**config.mk**
```make
export PLATFORM = sky130hd
export DESIGN_NAME = rtc_alarm_unit
export DESIGN_NICKNAME = d
export VERILOG_FILES = /design/src/rtl/rtc_alarm_pkg.sv /design/src/rtl/rtc_alarm_regs.sv /design/src/rtl/rtc_alarm_match.sv /design/src/rtl/rtc_alarm_flag.sv /design/src/rtl/rtc_alarm_unit.sv
export SDC_FILE = /design/constraint.sdc
export NUM_CORES = 1
export LEC_CHECK = 0
export CAP_MARGIN = 20
export CORE_MARGIN = 2
export CORE_UTILIZATION = 50
export CTS_CLUSTER_DIAMETER = 30
export DETAILED_ROUTE_END_ITERATION = 8
export DONT_BUFFER_PORTS = 1
export GPL_ROUTABILITY_DRIVEN = 0
export PLACE_DENSITY = 0.73
export RECOVER_POWER = 100
export REMOVE_ABC_BUFFERS = 1
export SYNTH_ARGS = -nofsm -noshare
export SYNTH_HDL_FRONTEND = slang
export SYNTH_HIERARCHICAL = 1
export SYNTH_SLANG_ARGS = --single-unit
export TNS_END_PERCENT = 50
```
**constraint.sdc**
```tcl
create_clock -name clk -period 1.8 [get_ports clk]
set_input_delay 0.36 -clock clk [delete_from_list [all_inputs] [get_ports clk]]
set_output_delay 0.36 -clock clk [all_outputs]
set_load 0.03 [all_outputs]
```
**src/rtl/rtc_alarm_pkg.sv**
```systemverilog
package rtc_alarm_pkg;
  typedef enum logic [1:0] {
    SEL_FIELD,
    SEL_CTRL,
    SEL_STAT,
    SEL_NONE
  } reg_sel_e;
endpackage

```
**src/rtl/rtc_alarm_regs.sv**
```systemverilog
module rtc_alarm_regs
  import rtc_alarm_pkg::*;
#(
  parameter int N_FIELDS = 6,
  parameter int FIELD_W  = 8,
  parameter int ADDR_W   = 3
) (
  input  logic                        clk,
  input  logic                        rst,
  input  logic [ADDR_W-1:0]           addr_i,
  input  logic [FIELD_W-1:0]          wdata_i,
  input  logic                        we_i,
  input  logic                        flag_i,
  output logic [N_FIELDS*FIELD_W-1:0] alarm_o,
  output logic                        en_q_o,
  output logic                        en_d_o,
  output logic                        clr_o,
  output logic [FIELD_W-1:0]          rdata_o
);
  localparam int CTRL_ADDR = N_FIELDS;
  localparam int STAT_ADDR = N_FIELDS + 1;

  reg_sel_e           sel;
  logic [FIELD_W-1:0] rd_mux;
  logic [FIELD_W-1:0] rd_field;

  always_comb begin
    if (int'(addr_i) < N_FIELDS)        sel = SEL_FIELD;
    else if (int'(addr_i) == CTRL_ADDR) sel = SEL_CTRL;
    else if (int'(addr_i) == STAT_ADDR) sel = SEL_STAT;
    else                                sel = SEL_NONE;
  end

  genvar g;
  generate
    for (g = 0; g < N_FIELDS; g++) begin : g_field
      always_ff @(posedge clk) begin
        if (rst)
          alarm_o[g*FIELD_W +: FIELD_W] <= '0;
        else if (we_i && sel == SEL_FIELD && int'(addr_i) == g)
          alarm_o[g*FIELD_W +: FIELD_W] <= wdata_i;
      end
    end
  endgenerate

  assign en_d_o = (we_i && sel == SEL_CTRL) ? wdata_i[0] : en_q_o;
  assign clr_o  = we_i && sel == SEL_STAT && wdata_i[0];

  always_ff @(posedge clk) begin
    if (rst) en_q_o <= 1'b0;
    else     en_q_o <= en_d_o;
  end

  always_comb begin
    rd_field = '0;
    for (int i = 0; i < N_FIELDS; i++)
      if (int'(addr_i) == i) rd_field = alarm_o[i*FIELD_W +: FIELD_W];
  end

  always_comb begin
    case (sel)
      SEL_FIELD: rd_mux = rd_field;
      SEL_CTRL:  rd_mux = {{(FIELD_W-1){1'b0}}, en_q_o};
      SEL_STAT:  rd_mux = {{(FIELD_W-1){1'b0}}, flag_i};
      default:   rd_mux = '0;
    endcase
  end

  always_ff @(posedge clk) begin
    if (rst) rdata_o <= '0;
    else     rdata_o <= rd_mux;
  end

  assert_ctrl_write_R9: assert property (@(posedge clk) disable iff (rst)
    (we_i && sel == SEL_CTRL) |=> (en_q_o == $past(wdata_i[0])));

  assert_field0_write_R2: assert property (@(posedge clk) disable iff (rst)
    (we_i && addr_i == '0) |=> (alarm_o[FIELD_W-1:0] == $past(wdata_i)));
endmodule

```
**src/rtl/rtc_alarm_match.sv**
```systemverilog
module rtc_alarm_match #(
  parameter int N_FIELDS = 6,
  parameter int FIELD_W  = 8
) (
  input  logic [N_FIELDS*FIELD_W-1:0] alarm_i,
  input  logic [N_FIELDS*FIELD_W-1:0] now_i,
  input  logic                        tick_i,
  output logic                        hit_o
);
  logic [N_FIELDS-1:0] eq;

  genvar g;
  generate
    for (g = 0; g < N_FIELDS; g++) begin : g_cmp
      assign eq[g] = alarm_i[g*FIELD_W +: FIELD_W] == now_i[g*FIELD_W +: FIELD_W];
    end
  endgenerate

  assign hit_o = tick_i && (&eq);
endmodule

```
**src/rtl/rtc_alarm_flag.sv**
```systemverilog
module rtc_alarm_flag (
  input  logic clk,
  input  logic rst,
  input  logic hit_i,
  input  logic clr_i,
  input  logic en_d_i,
  output logic flag_o,
  output logic irq_o
);
  logic flag_d;

  always_comb begin
    if (hit_i)      flag_d = 1'b1;
    else if (clr_i) flag_d = 1'b0;
    else            flag_d = flag_o;
  end

  always_ff @(posedge clk) begin
    if (rst) begin
      flag_o <= 1'b0;
      irq_o  <= 1'b0;
    end else begin
      flag_o <= flag_d;
      irq_o  <= flag_d & en_d_i;
    end
  end

  assert_match_sets_R3: assert property (@(posedge clk) disable iff (rst)
    hit_i |=> flag_o);

  assert_no_spurious_R3: assert property (@(posedge clk) disable iff (rst)
    (!flag_o && !hit_i) |=> !flag_o);

  assert_clear_R7: assert property (@(posedge clk) disable iff (rst)
    (clr_i && !hit_i) |=> !flag_o);

  assert_set_wins_R8: assert property (@(posedge clk) disable iff (rst)
    (clr_i && hit_i) |=> flag_o);

  assert_sticky_R10: assert property (@(posedge clk) disable iff (rst)
    (flag_o && !clr_i) |=> flag_o);
endmodule

```
**src/rtl/rtc_alarm_unit.sv**
```systemverilog
module rtc_alarm_unit #(
  parameter int N_FIELDS = 6,
  parameter int FIELD_W  = 8,
  parameter int ADDR_W   = 3
) (
  input  logic                        clk,
  input  logic                        rst,
  input  logic [ADDR_W-1:0]           bus_addr,
  input  logic [FIELD_W-1:0]          bus_wdata,
  input  logic                        bus_we,
  output logic [FIELD_W-1:0]          bus_rdata,
  input  logic                        sec_tick,
  input  logic [N_FIELDS*FIELD_W-1:0] now_time,
  output logic                        alarm_irq
);
  localparam int TIME_W = N_FIELDS * FIELD_W;

  logic [TIME_W-1:0] alarm;
  logic              en_q, en_d, clr, flag, hit;

  rtc_alarm_regs #(.N_FIELDS(N_FIELDS), .FIELD_W(FIELD_W), .ADDR_W(ADDR_W)) u_regs (
    .clk(clk), .rst(rst), .addr_i(bus_addr), .wdata_i(bus_wdata), .we_i(bus_we),
    .flag_i(flag), .alarm_o(alarm), .en_q_o(en_q), .en_d_o(en_d), .clr_o(clr),
    .rdata_o(bus_rdata)
  );

  rtc_alarm_match #(.N_FIELDS(N_FIELDS), .FIELD_W(FIELD_W)) u_match (
    .alarm_i(alarm), .now_i(now_time), .tick_i(sec_tick), .hit_o(hit)
  );

  rtc_alarm_flag u_flag (
    .clk(clk), .rst(rst), .hit_i(hit), .clr_i(clr), .en_d_i(en_d),
    .flag_o(flag), .irq_o(alarm_irq)
  );

  assert_irq_gate_R6: assert property (@(posedge clk) disable iff (rst)
    alarm_irq == (flag && en_q));

  assert_disabled_quiet_R5: assert property (@(posedge clk) disable iff (rst)
    !en_q |-> !alarm_irq);
endmodule

```
==> impl_metrics.py, run 1 <==
metrics = {
    "sta": {
        "setup_viol": 0,
        "setup_tns_ns": 0,
        "fmax_mhz": 602.9,
        "period_minus_slack_ns": 1.659,
        "max_slew_margin_pct": 54.33,
        "hold_viol_final": 0,
        "maxSlewViolCount": 0,
        "rsz0062_at_grt": "no",
        "fin_worst_skew_ns": 0.006211,
        "worst_hold_slack_ns": 0.08514,
        "post-route-period-util_pct": 92.14,
        "worst_pin_slew_ns": 0.6851,
    },
    "finish": {
        "diodes": 0,
        "final_cell_mix": "59 x dfxtp_1, 49 x nand2_1, 47 x xor2_1",
        "layout.nets": 379,
        "drive_gt1_share_pct": 9.034,
        "n_fill_cell": 547,
        "final_common_cell": "dfxtp_1",
        "area_growth_pct": 4.050,
    },
    "setup_path": {
        "worstPathArrival_ns": 1.93,
        "cp-startpoint": "u_regs/alarm_o[26]$_SDFFE_PP0P_",
        "reg2reg_depth": 6,
        "cp_max_fo": 3,
        "path_buf_inv": 1,
        "regToRegSetupSlack_ns": 0.14,
        "critical_path_class": "register to register",
        "r2r_start": "u_regs/alarm_o[26]$_SDFFE_PP0P_",
        "critPathLaunchType": "register",
        "crit_path_end": "u_flag/irq_o$_SDFF_PP0_",
        "cp_slowest_stage_delay_ns": 0.42,
        "worstPathRequired_ns": 2.07,
        "r2r-end": "u_flag/irq_o$_SDFF_PP0_",
        "crit_cells": 6,
        "critical-path-top-delay-family": "simple AND/OR/NAND/NOR gates",
        "cp_cell_sequence": "xor2_1 -> nor4_1 -> nand4_1 -> nor4_2 -> inv_1 -> a21oi_1",
        "end_kind": "register",
        "crit_path_top_delay_cell": "nor4_1",
    },
    "floorplanning": {
        "core_area_um2": 5956,
        "dieArea_um2": 6823,
        "design.portCount": 72,
        "die_y_um": 82.60,
        "fp.dieW_um": 82.60,
        "rows": 28,
        "initial_core_util_pct": 51.87,
    },
    "synth": {
        "ys_types": 39,
        "synth_seq_cells": 59,
        "synth_area_um2": 3089,
        "syn_area_per_cell_um2": 9.447,
        "synthCells": 327,
        "yosysWarnings": 6,
        "seq_area_frac_synth_pct": 38.23,
    },
    "min_path": {
        "hp-start": "rst",
        "hold_path_class": "input port to register",
    },
    "clocking": {
        "numCtsBuffers": 9,
        "cts_buffer_depth": 2,
        "cts_hold_buf": 0,
        "cts.clk_slew.worst_paths_ns": 0.07,
        "cts_resized": 0,
        "clk_latency_ns": 0.34,
        "cts_root_buffer": "clkbuf_8",
        "cts.sinks": 59,
        "htree_levels": 3,
        "cts_tree": "built",
        "postCtsSetupBuffers": 0,
    },
    "drt": {
        "via_per_inst": 5.783,
        "drt_iter0_markers": 178,
        "ant_nets": 0,
        "routedWlPerCell_um": 19.62,
        "routed_wl_mm": 7.771,
        "drcViolationCount": 0,
        "firstDrtPassIters": 4,
        "vias": 2290,
    },
    "power_and_ir_drop": {
        "p_leak_nw": 1.185,
        "peakVddDrop_mv": 0.5260,
        "cellPowerDensity_nw_per_um2": 846.2,
    },
    "placement": {
        "dpl.hpwl_mm": 5.413,
        "place.port_buffers": 0,
    },
    "run_status": {
        "outcome": "completed",
    },
    "grt": {
        "grt_max_degree": 57,
        "grt-ovfl-total": 0,
        "first_global_vias": 2246,
        "grt_pass1_wl_mm": 11.93,
        "antenna_found_initial": 0,
        "track_usage_pct": 24.69,
    },
    "flow_run": {
        "cap_violations": 0,
    },
}
[synth_stat cells (all sizes together)]
| cell | n | share of area, % |
|---|---|---|
| a211o | 1 | 0.28 |
| a211oi | 1 | 0.24 |
| a21oi | 26 | 4.2 |
| a221oi | 1 | 0.28 |
| and4b | 2 | 0.69 |
| and4bb | 3 | 1.2 |
| buf | 15 | 3.9 |
| clkbuf | 7 | 0.93 |
| dfxtp | 59 | 38 |
| inv | 9 | 1.1 |
| mux2 | 1 | 0.36 |
| mux2i | 34 | 11 |
| mux4 | 7 | 5.1 |
| nand2 | 49 | 6.0 |
| nand2b | 2 | 0.65 |
| nand3 | 3 | 0.49 |
| nand4 | 2 | 0.40 |
| nand4b | 3 | 1.3 |
| nor2 | 25 | 3.0 |
| nor2b | 2 | 0.65 |
| nor3 | 2 | 0.32 |
| nor3b | 1 | 0.24 |
| nor4 | 12 | 2.6 |
| nor4b | 2 | 1.1 |
| o22ai | 7 | 1.4 |
| or2 | 1 | 0.20 |
| or3 | 1 | 0.20 |
| or4b | 1 | 0.32 |
| xnor2 | 1 | 0.28 |
| xor2 | 47 | 13 |
[worst reg2reg max path, cell delays in order, from the launching register on]
cell     delay (ns)
dfxtp_1        0.34
xor2_1         0.15
nor4_1         0.42
nand4_1        0.18
nor4_2         0.29
inv_1          0.08
a21oi_1        0.14
[report_power, final]
| part | switching (W) | internal [W] |
|---|---|---|
| clock | 0.000515 | 0.000669 |
| sequential | 0.0000277 | 0.00133 |
| combinational | 0.0000820 | 0.0000940 |
| total | 0.000625 | 0.00210 |
[cells by family (layout without fill, tap and decap cells)]
group	count (synthesis)	after routing	share of synthesized area (%)
AO/OA/AOI/OAI	36	36	6.440
XOR/XNOR	48	48	13.61
buffers and inverters	31	25	5.913
flip-flops	59	59	38.23
multiplexers	42	42	16.48
AND/OR/NAND/NOR	111	111	19.32
[cell type report]
class                           instances  area, um^2  area share [%]
Clock buffer                           11       141.4           4.399
Clock inverter                          5       52.55           1.635
Inverter                                9       33.78           1.051
Multi-Input combinational cell        237        1712           53.25
Sequential cell                        59        1181           36.75
Tap cell                               75       93.84           2.919
[state kept, by name, summed over array words and instances (netlist names)]
name / count
u_flag/flag_o: 1
u_flag/irq_o: 1
u_regs/alarm_o: 48
u_regs/en_q_o: 1
u_regs/rdata_o: 8
[layer usage]
layer / track usage (%) / part of all wire [%] / vias to the layer above
li1: - / - / 1104
met1: 30.47 / 41 / 1075
met2: 38.71 / 46 / 96
met3: 7.283 / 11 / 15
met4: 13.28 / 2.3 / 0
met5: 0 / 0 / -
[worst min path at each step]
stage / endpoint / slack [ns] / cells past startpoint
after global routing: u_regs/alarm_o[35]$_SDFFE_PP0P_ / 0.08 / 1
after detailed placement: u_regs/en_q_o$_SDFF_PP0_ / 0.44 / 1
after global placement: u_regs/alarm_o[42]$_SDFFE_PP0P_ / 0.43 / 1
final: u_regs/alarm_o[43]$_SDFFE_PP0P_ / 0.09 / 1
after CTS: u_regs/alarm_o[43]$_SDFFE_PP0P_ / 0.07 / 1
after floorplan: u_regs/en_q_o$_SDFF_PP0_ / 0.42 / 1
[through the flow]
| step | cell area, um^2 | cells | util (%) | setup WS [ns] | total power [W] |
|---|---|---|---|---|---|
| CTS | 3228 | 396 | 54.20 | 0.1580 | 0.002751 |
| finish | 3214 | 396 | 53.97 | 0.1414 | 0.002720 |
| global placement | 3034 | 380 | 50.95 | 0.1905 | 0.001560 |
| global route | 3214 | 396 | 53.97 | 0.01588 | 0.002808 |
| detailed placement | 3034 | 380 | 50.95 | 0.1262 | 0.001564 |
| floorplan | 2940 | 305 | - | 0.4143 | 0.001524 |
Power figures use the tool's default switching activity.
==> run 2, diff against run 1 <==
--- a/config.mk
+++ b/config.mk
@@ -14,7 +14,6 @@
 export GPL_ROUTABILITY_DRIVEN = 0
 export PLACE_DENSITY = 0.73
 export RECOVER_POWER = 100
-export REMOVE_ABC_BUFFERS = 1
 export SYNTH_ARGS = -nofsm -noshare
 export SYNTH_HDL_FRONTEND = slang
 export SYNTH_HIERARCHICAL = 1
==> run 2 against run 1 <==
  * Sequential power about the same
  * Clock power about the same
  * Clock skew is 0.00087 ns lower
  * Utilization rose by 0.13 points
  * Total power rose by 0.53%
  * Critical path depth stayed put
  * Register-to-register slack improved by 0.02 ns
  * Worst hold slack better by 0.0016 ns
  * Design area rose by 0.23%
  * First-iteration DRC count grew 21%
  * Critical path type unchanged
  * Highest routed layer unchanged
==> impl_metrics.py, run 2 (synthesis results as in run 1) <==
metrics = {
    "run_status": {
        "outcome": "completed",
    },
    "setup_path": {
        "worstPathRequired_ns": 2.07,
        "end_kind": "register",
        "crit_path_top_delay_cell": "nor4_1",
        "cp_max_fo": 3,
        "worstPathArrival_ns": 1.91,
        "cp_cell_sequence": "xor2_1 -> nor4_1 -> nand3_1 -> nor4_2 -> inv_1 -> a21oi_1",
        "path_buf_inv": 1,
        "critical-path-top-delay-family": "simple AND/OR/NAND/NOR gates",
        "critPathLaunchType": "register",
        "critical_path_class": "register to register",
        "cp_slowest_stage_delay_ns": 0.42,
    },
    "drt": {
        "via_per_inst": 5.793,
        "drt_iter0_markers": 215,
        "ant_nets": 0,
        "drcViolationCount": 0,
        "firstDrtPassIters": 4,
        "routedWlPerCell_um": 19.88,
        "vias": 2294,
        "routed_wl_mm": 7.871,
    },
    "sta": {
        "worst_hold_slack_ns": 0.08671,
        "fmax_mhz": 610.8,
        "setup_slack_ns": 0.1628,
        "max_slew_margin_pct": 57.76,
        "setup_viol": 0,
        "rsz0062_at_grt": "no",
        "fin_worst_skew_ns": 0.005344,
        "worst_pin_slew_ns": 0.6336,
        "maxSlewViolCount": 0,
        "hold_viol_final": 0,
        "setup_tns_ns": 0,
        "period_minus_slack_ns": 1.637,
        "post-route-period-util_pct": 90.95,
    },
    "grt": {
        "grt_pass1_wl_mm": 11.94,
        "first_global_vias": 2228,
        "antenna_found_initial": 0,
        "grt_max_degree": 57,
        "grt-ovfl-total": 0,
        "track_usage_pct": 24.77,
    },
    "synth": {
        "synth_nets": 390,
    },
    "clocking": {
        "postCtsSetupBuffers": 0,
        "cts.sinks": 59,
        "cts_tree": "built",
        "cts_hold_buf": 0,
        "numCtsBuffers": 9,
        "cts_root_buffer": "clkbuf_8",
        "cts_resized": 0,
        "cts_buffer_depth": 2,
        "clk_latency_ns": 0.34,
        "htree_levels": 3,
        "cts.clk_slew.worst_paths_ns": 0.07,
    },
    "power_and_ir_drop": {
        "cellPowerDensity_nw_per_um2": 848.7,
        "comb_power_share_pct": 6.3,
        "peakVddDrop_mv": 0.6217,
        "net-switching-power_w": 0.0006388,
        "power.internal_w": 0.002095,
        "p_clk_share_pct": 44.0,
        "power.share.sequential_pct": 49.7,
        "p_total_w": 0.002734,
        "switching_share_pct": 23.36,
        "p_leak_nw": 1.186,
    },
    "placement": {
        "dp_slack_ns": 0.1783,
        "place.port_buffers": 0,
        "dpl.cell_count": 380,
        "dpl.hpwl_mm": 5.545,
    },
    "finish": {
        "area_growth_pct": 4.293,
        "layout.nets": 379,
        "top_register": "u_regs/alarm_o",
        "final_cell_mix": "59 x dfxtp_1, 49 x nand2_1, 47 x xor2_1",
        "largest_reg_flops": 48,
        "diodes": 0,
        "final_common_cell": "dfxtp_1",
        "finalNonFillerCells": 396,
        "top_regs": "u_regs/alarm_o (48), u_regs/rdata_o (8)",
        "drive_gt1_share_pct": 9.034,
    },
    "flow_run": {
        "cap_violations": 0,
    },
    "floorplanning": {
        "core_area_um2": 5956,
        "dieArea_um2": 6823,
        "design.portCount": 72,
        "initial_core_util_pct": 51.87,
        "fp.dieW_um": 82.60,
        "die_y_um": 82.60,
        "rows": 28,
    },
    "min_path": {
        "hold_path_class": "input port to register",
    },
}
run 2: per-stage QoR:
step / instance area [um^2] / utilization [%]
finish: 3222 / 54.10
global route: 3222 / 54.10
CTS: 3228 / 54.20
detailed placement: 3034 / 50.95
global placement: 3034 / 50.95
floorplan: 3089 / -
run 2: power by group through the flow:
stage	logic, W	clock network, W	registers, W
2_1_floorplan	0.000199	0	0.00138
3_3_place_gp	0.000170	0	0.00139
3_5_place_dp	0.000172	0	0.00139
4_1_cts	0.000174	0.00122	0.00136
5_1_grt	0.000190	0.00128	0.00136
6_report	0.000173	0.00120	0.00136
run 2: final cells by class:
type | instances | area (um^2)
Fill cell | 573 | 2734
Multi-Input combinational cell | 237 | 1719
Sequential cell | 59 | 1181
Clock buffer | 11 | 141.4
Tap cell | 75 | 93.84
Clock inverter | 5 | 52.55
Inverter | 9 | 33.78
run 2: path summary, 6_finish.rpt:
check	start	to	slack [ns]	cells past startpoint
setup / recovery	u_regs/alarm_o[27]$_SDFFE_PP0P_	u_flag/flag_o$_SDFF_PP0_	0.16	6
hold / removal	rst	u_regs/en_q_o$_SDFF_PP0_	0.09	1
hold reg to reg	u_regs/alarm_o[24]$_SDFFE_PP0P_	u_regs/alarm_o[24]$_SDFFE_PP0P_	0.48	2
setup reg to reg	u_regs/alarm_o[27]$_SDFFE_PP0P_	u_flag/flag_o$_SDFF_PP0_	0.16	6
run 2: per-layer routing:
layer	wire, um	vias to the layer above	share of wire [%]	global-route usage [%]
li1	-	1097	-	-
met1	3238	1082	41	31.66
met2	3727	102	47	38.79
met3	778	13	9.9	7.717
met4	125	0	1.6	10.16
met5	0	-	0	0
==> run 3, diff against run 2 <==
--- a/config.mk
+++ b/config.mk
@@ -5,6 +5,7 @@
 export SDC_FILE = /design/constraint.sdc
 export NUM_CORES = 1
 export LEC_CHECK = 0
+export ABC_AREA = 1
 export CAP_MARGIN = 20
 export CORE_MARGIN = 2
 export CORE_UTILIZATION = 50
@@ -16,6 +17,5 @@
 export RECOVER_POWER = 100
 export SYNTH_ARGS = -nofsm -noshare
 export SYNTH_HDL_FRONTEND = slang
-export SYNTH_HIERARCHICAL = 1
 export SYNTH_SLANG_ARGS = --single-unit
 export TNS_END_PERCENT = 50
==> run 3 against run 2 <==
  * Worst setup slack better by 0.080 ns
  * Design area is 4.7% higher
  * Worst hold slack worse by 0.011 ns
  * Fmax is 5.2% higher
  * Critical path depth is 1 higher
  * Register-to-register slack better by 0.22 ns
  * Cell count is 49% higher
  * Global-route usage is 1.2 points higher
  * First-iteration DRC count is 32% higher
  * Critical endpoint is now u_regs.alarm_o[47]$_SDFFE_PP0P_
  * Highest routed layer unchanged
==> impl_metrics.py, run 3 <==
metrics = {
    "clocking": {
        "postCtsSetupBuffers": 0,
        "cts_root_buffer": "clkbuf_8",
        "clk_latency_ns": 0.34,
        "cts_hold_buf": 0,
        "cts.sinks": 59,
        "cts_resized": 0,
        "cts.clk_slew.worst_paths_ns": 0.07,
        "cts_buffer_depth": 2,
        "numCtsBuffers": 9,
        "htree_levels": 3,
        "cts_tree": "built",
    },
    "synth": {
        "synth_seq_cells": 59,
        "ys_types": 28,
        "syn_area_per_cell_um2": 6.387,
        "seq_area_frac_synth_pct": 36.55,
        "netlist_top_cells_area": "dfxtp_1 37%, nand2_1 15%, o21ai_0 9.4%",
        "synth_ff_type": "dfxtp_1",
        "synth_edf_count": 0,
        "synthCells": 506,
        "synth_area_um2": 3232,
        "synth_common_cells": "127 x nand2_1, 76 x inv_1, 61 x o21ai_0",
        "synth_nets": 569,
        "yosys.area.top_type": "dfxtp_1",
        "yosysTopAreaCellShare_pct": 36.55,
        "yosysWarnings": 0,
        "yosysMostFrequentCell": "nand2_1",
        "async_flop_share_pct": 0,
    },
    "finish": {
        "layout.nets": 572,
        "area_growth_pct": 4.375,
        "multiInputGateArea_um2": 1582,
        "top_register": "u_regs.alarm_o",
        "n_fill_cell": 646,
        "diodes": 0,
        "final_common_cell": "nand2_1",
        "final_cell_mix": "131 x nand2_1, 82 x inv_1, 62 x o21ai_0",
        "drive_gt1_share_pct": 4.483,
        "seqCellArea_um2": 1181,
        "utilization_pct": 53.43,
        "top_regs": "u_regs.alarm_o (48), u_regs.rdata_o (8)",
        "design_area_um2": 3373,
        "largest_reg_flops": 48,
    },
    "power_and_ir_drop": {
        "comb_power_share_pct": 10.2,
        "power.share.sequential_pct": 51.2,
        "p_total_w": 0.002714,
        "p_leak_nw": 1.462,
        "net-switching-power_w": 0.0007431,
        "switching_share_pct": 27.38,
        "p_clk_share_pct": 38.6,
        "peakVddDrop_mv": 0.4328,
        "power.internal_w": 0.001971,
        "cellPowerDensity_nw_per_um2": 804.6,
    },
    "setup_path": {
        "cp_max_fo": 15,
        "critical_path_class": "input port to register",
        "end_kind": "register",
        "critPathLaunchType": "input port",
        "worstPathArrival_ns": 1.84,
        "worstPathRequired_ns": 2.08,
    },
    "drt": {
        "routed_wl_mm": 9.074,
        "via_per_inst": 5.373,
        "drt_iter0_markers": 284,
        "drcViolationCount": 0,
        "routedWlPerCell_um": 15.38,
        "ant_nets": 0,
        "vias": 3170,
        "firstDrtPassIters": 5,
    },
    "floorplanning": {
        "design.portCount": 72,
        "dieArea_um2": 7123,
        "initial_core_util_pct": 51.19,
        "fp.dieW_um": 84.40,
        "rows": 29,
        "die_y_um": 84.40,
        "core_area_um2": 6314,
    },
    "sta": {
        "worst_hold_slack_ns": 0.07544,
        "setup_viol": 0,
        "fin_worst_skew_ns": 0.007290,
        "period_minus_slack_ns": 1.557,
        "fmax_mhz": 642.3,
        "max_slew_margin_pct": 64.18,
        "rsz0062_at_grt": "no",
        "worst_pin_slew_ns": 0.5360,
        "hold_viol_final": 0,
        "post-route-period-util_pct": 86.49,
        "maxSlewViolCount": 0,
        "setup_tns_ns": 0,
    },
    "min_path": {
        "hold_path_class": "input port to register",
    },
    "grt": {
        "first_global_vias": 2974,
        "track_usage_pct": 25.96,
        "grt-ovfl-total": 0,
        "grt_pass1_wl_mm": 14.28,
        "antenna_found_initial": 0,
        "grt_max_degree": 28,
    },
    "placement": {
        "dpl.hpwl_mm": 6.881,
        "place.port_buffers": 0,
        "postPlaceCellArea_um2": 3271,
    },
    "flow_run": {
        "cap_violations": 0,
    },
    "run_status": {
        "outcome": "completed",
    },
}
run 3: cell types whose count changed in the layout (fill, tap and decap cells not counted), moves of 30 or more:
cell	delta
mux2i_1	-34
inv_1	+73
a21oi_1	+33
nor2_1	+30
o21ai_0	+62
nand2_1	+82
xor2_1	-45
run 3: worst paths after layout:
path / startpoint / slack, ns / endpoint / depth (start not counted)
min: rst / 0.08 / u_regs.alarm_o[25]$_SDFFE_PP0P_ / 1
min reg2reg: u_regs.alarm_o[26]$_SDFFE_PP0P_ / 0.48 / u_regs.alarm_o[26]$_SDFFE_PP0P_ / 2
max: bus_addr[0] / 0.24 / u_regs.alarm_o[47]$_SDFFE_PP0P_ / 7
max reg2reg: u_regs.alarm_o[30]$_SDFFE_PP0P_ / 0.38 / u_flag.irq_o$_SDFF_PP0_ / 10
run 3: cell type report:
| class | count | share of cell area (%) |
|---|---|---|
| Clock buffer | 12 | 4.303 |
| Clock inverter | 3 | 0.4451 |
| Inverter | 84 | 9.384 |
| Sequential cell | 59 | 35.01 |
| Timing Repair Buffer | 5 | 1.113 |
| Multi-Input combinational cell | 350 | 46.88 |
| Tap cell | 77 | 2.856 |
run 3: cells by family after synthesis:
group | share of synthesized area (%)
flops | 36.55
xor+xnor | 1.897
buf+inv | 12.85
compound gates | 22.34
simple gates | 26.36
run 3: stage by stage:
stage | cells | setup slack (ns)
after floorplan | 506 | 0.4955
after CTS | 590 | 0.4092
after detailed placement | 575 | 0.4031
final | 590 | 0.2432
after global routing | 590 | 0.1004
after global placement | 575 | 0.4522
run 3: per-layer routing:
metal | part of all wire (%) | global-route usage, %
met1 | 41 | 32.37
met2 | 46 | 41.13
met3 | 9.4 | 8.751
met4 | 3.2 | 11.11
met5 | 0 | 0
run 3: critical path, cell delays in order:
cell        delay (ns)
inv_1             0.05
nor2_1            0.07
nand2_1           0.30
clkinvlp_2        0.51
nand2_4           0.32
o21ai_0           0.10
a21oi_1           0.12
run 3: power by group through the flow:
| stage | sequential, W | clock, W | combinational (W) |
|---|---|---|---|
| finish | 0.00139 | 0.00105 | 0.000276 |
| global route | 0.00140 | 0.00112 | 0.000317 |
| CTS | 0.00139 | 0.00105 | 0.000284 |
| detailed placement | 0.00142 | 0 | 0.000282 |
| global placement | 0.00142 | 0 | 0.000277 |
| floorplan | 0.00141 | 0 | 0.000237 |
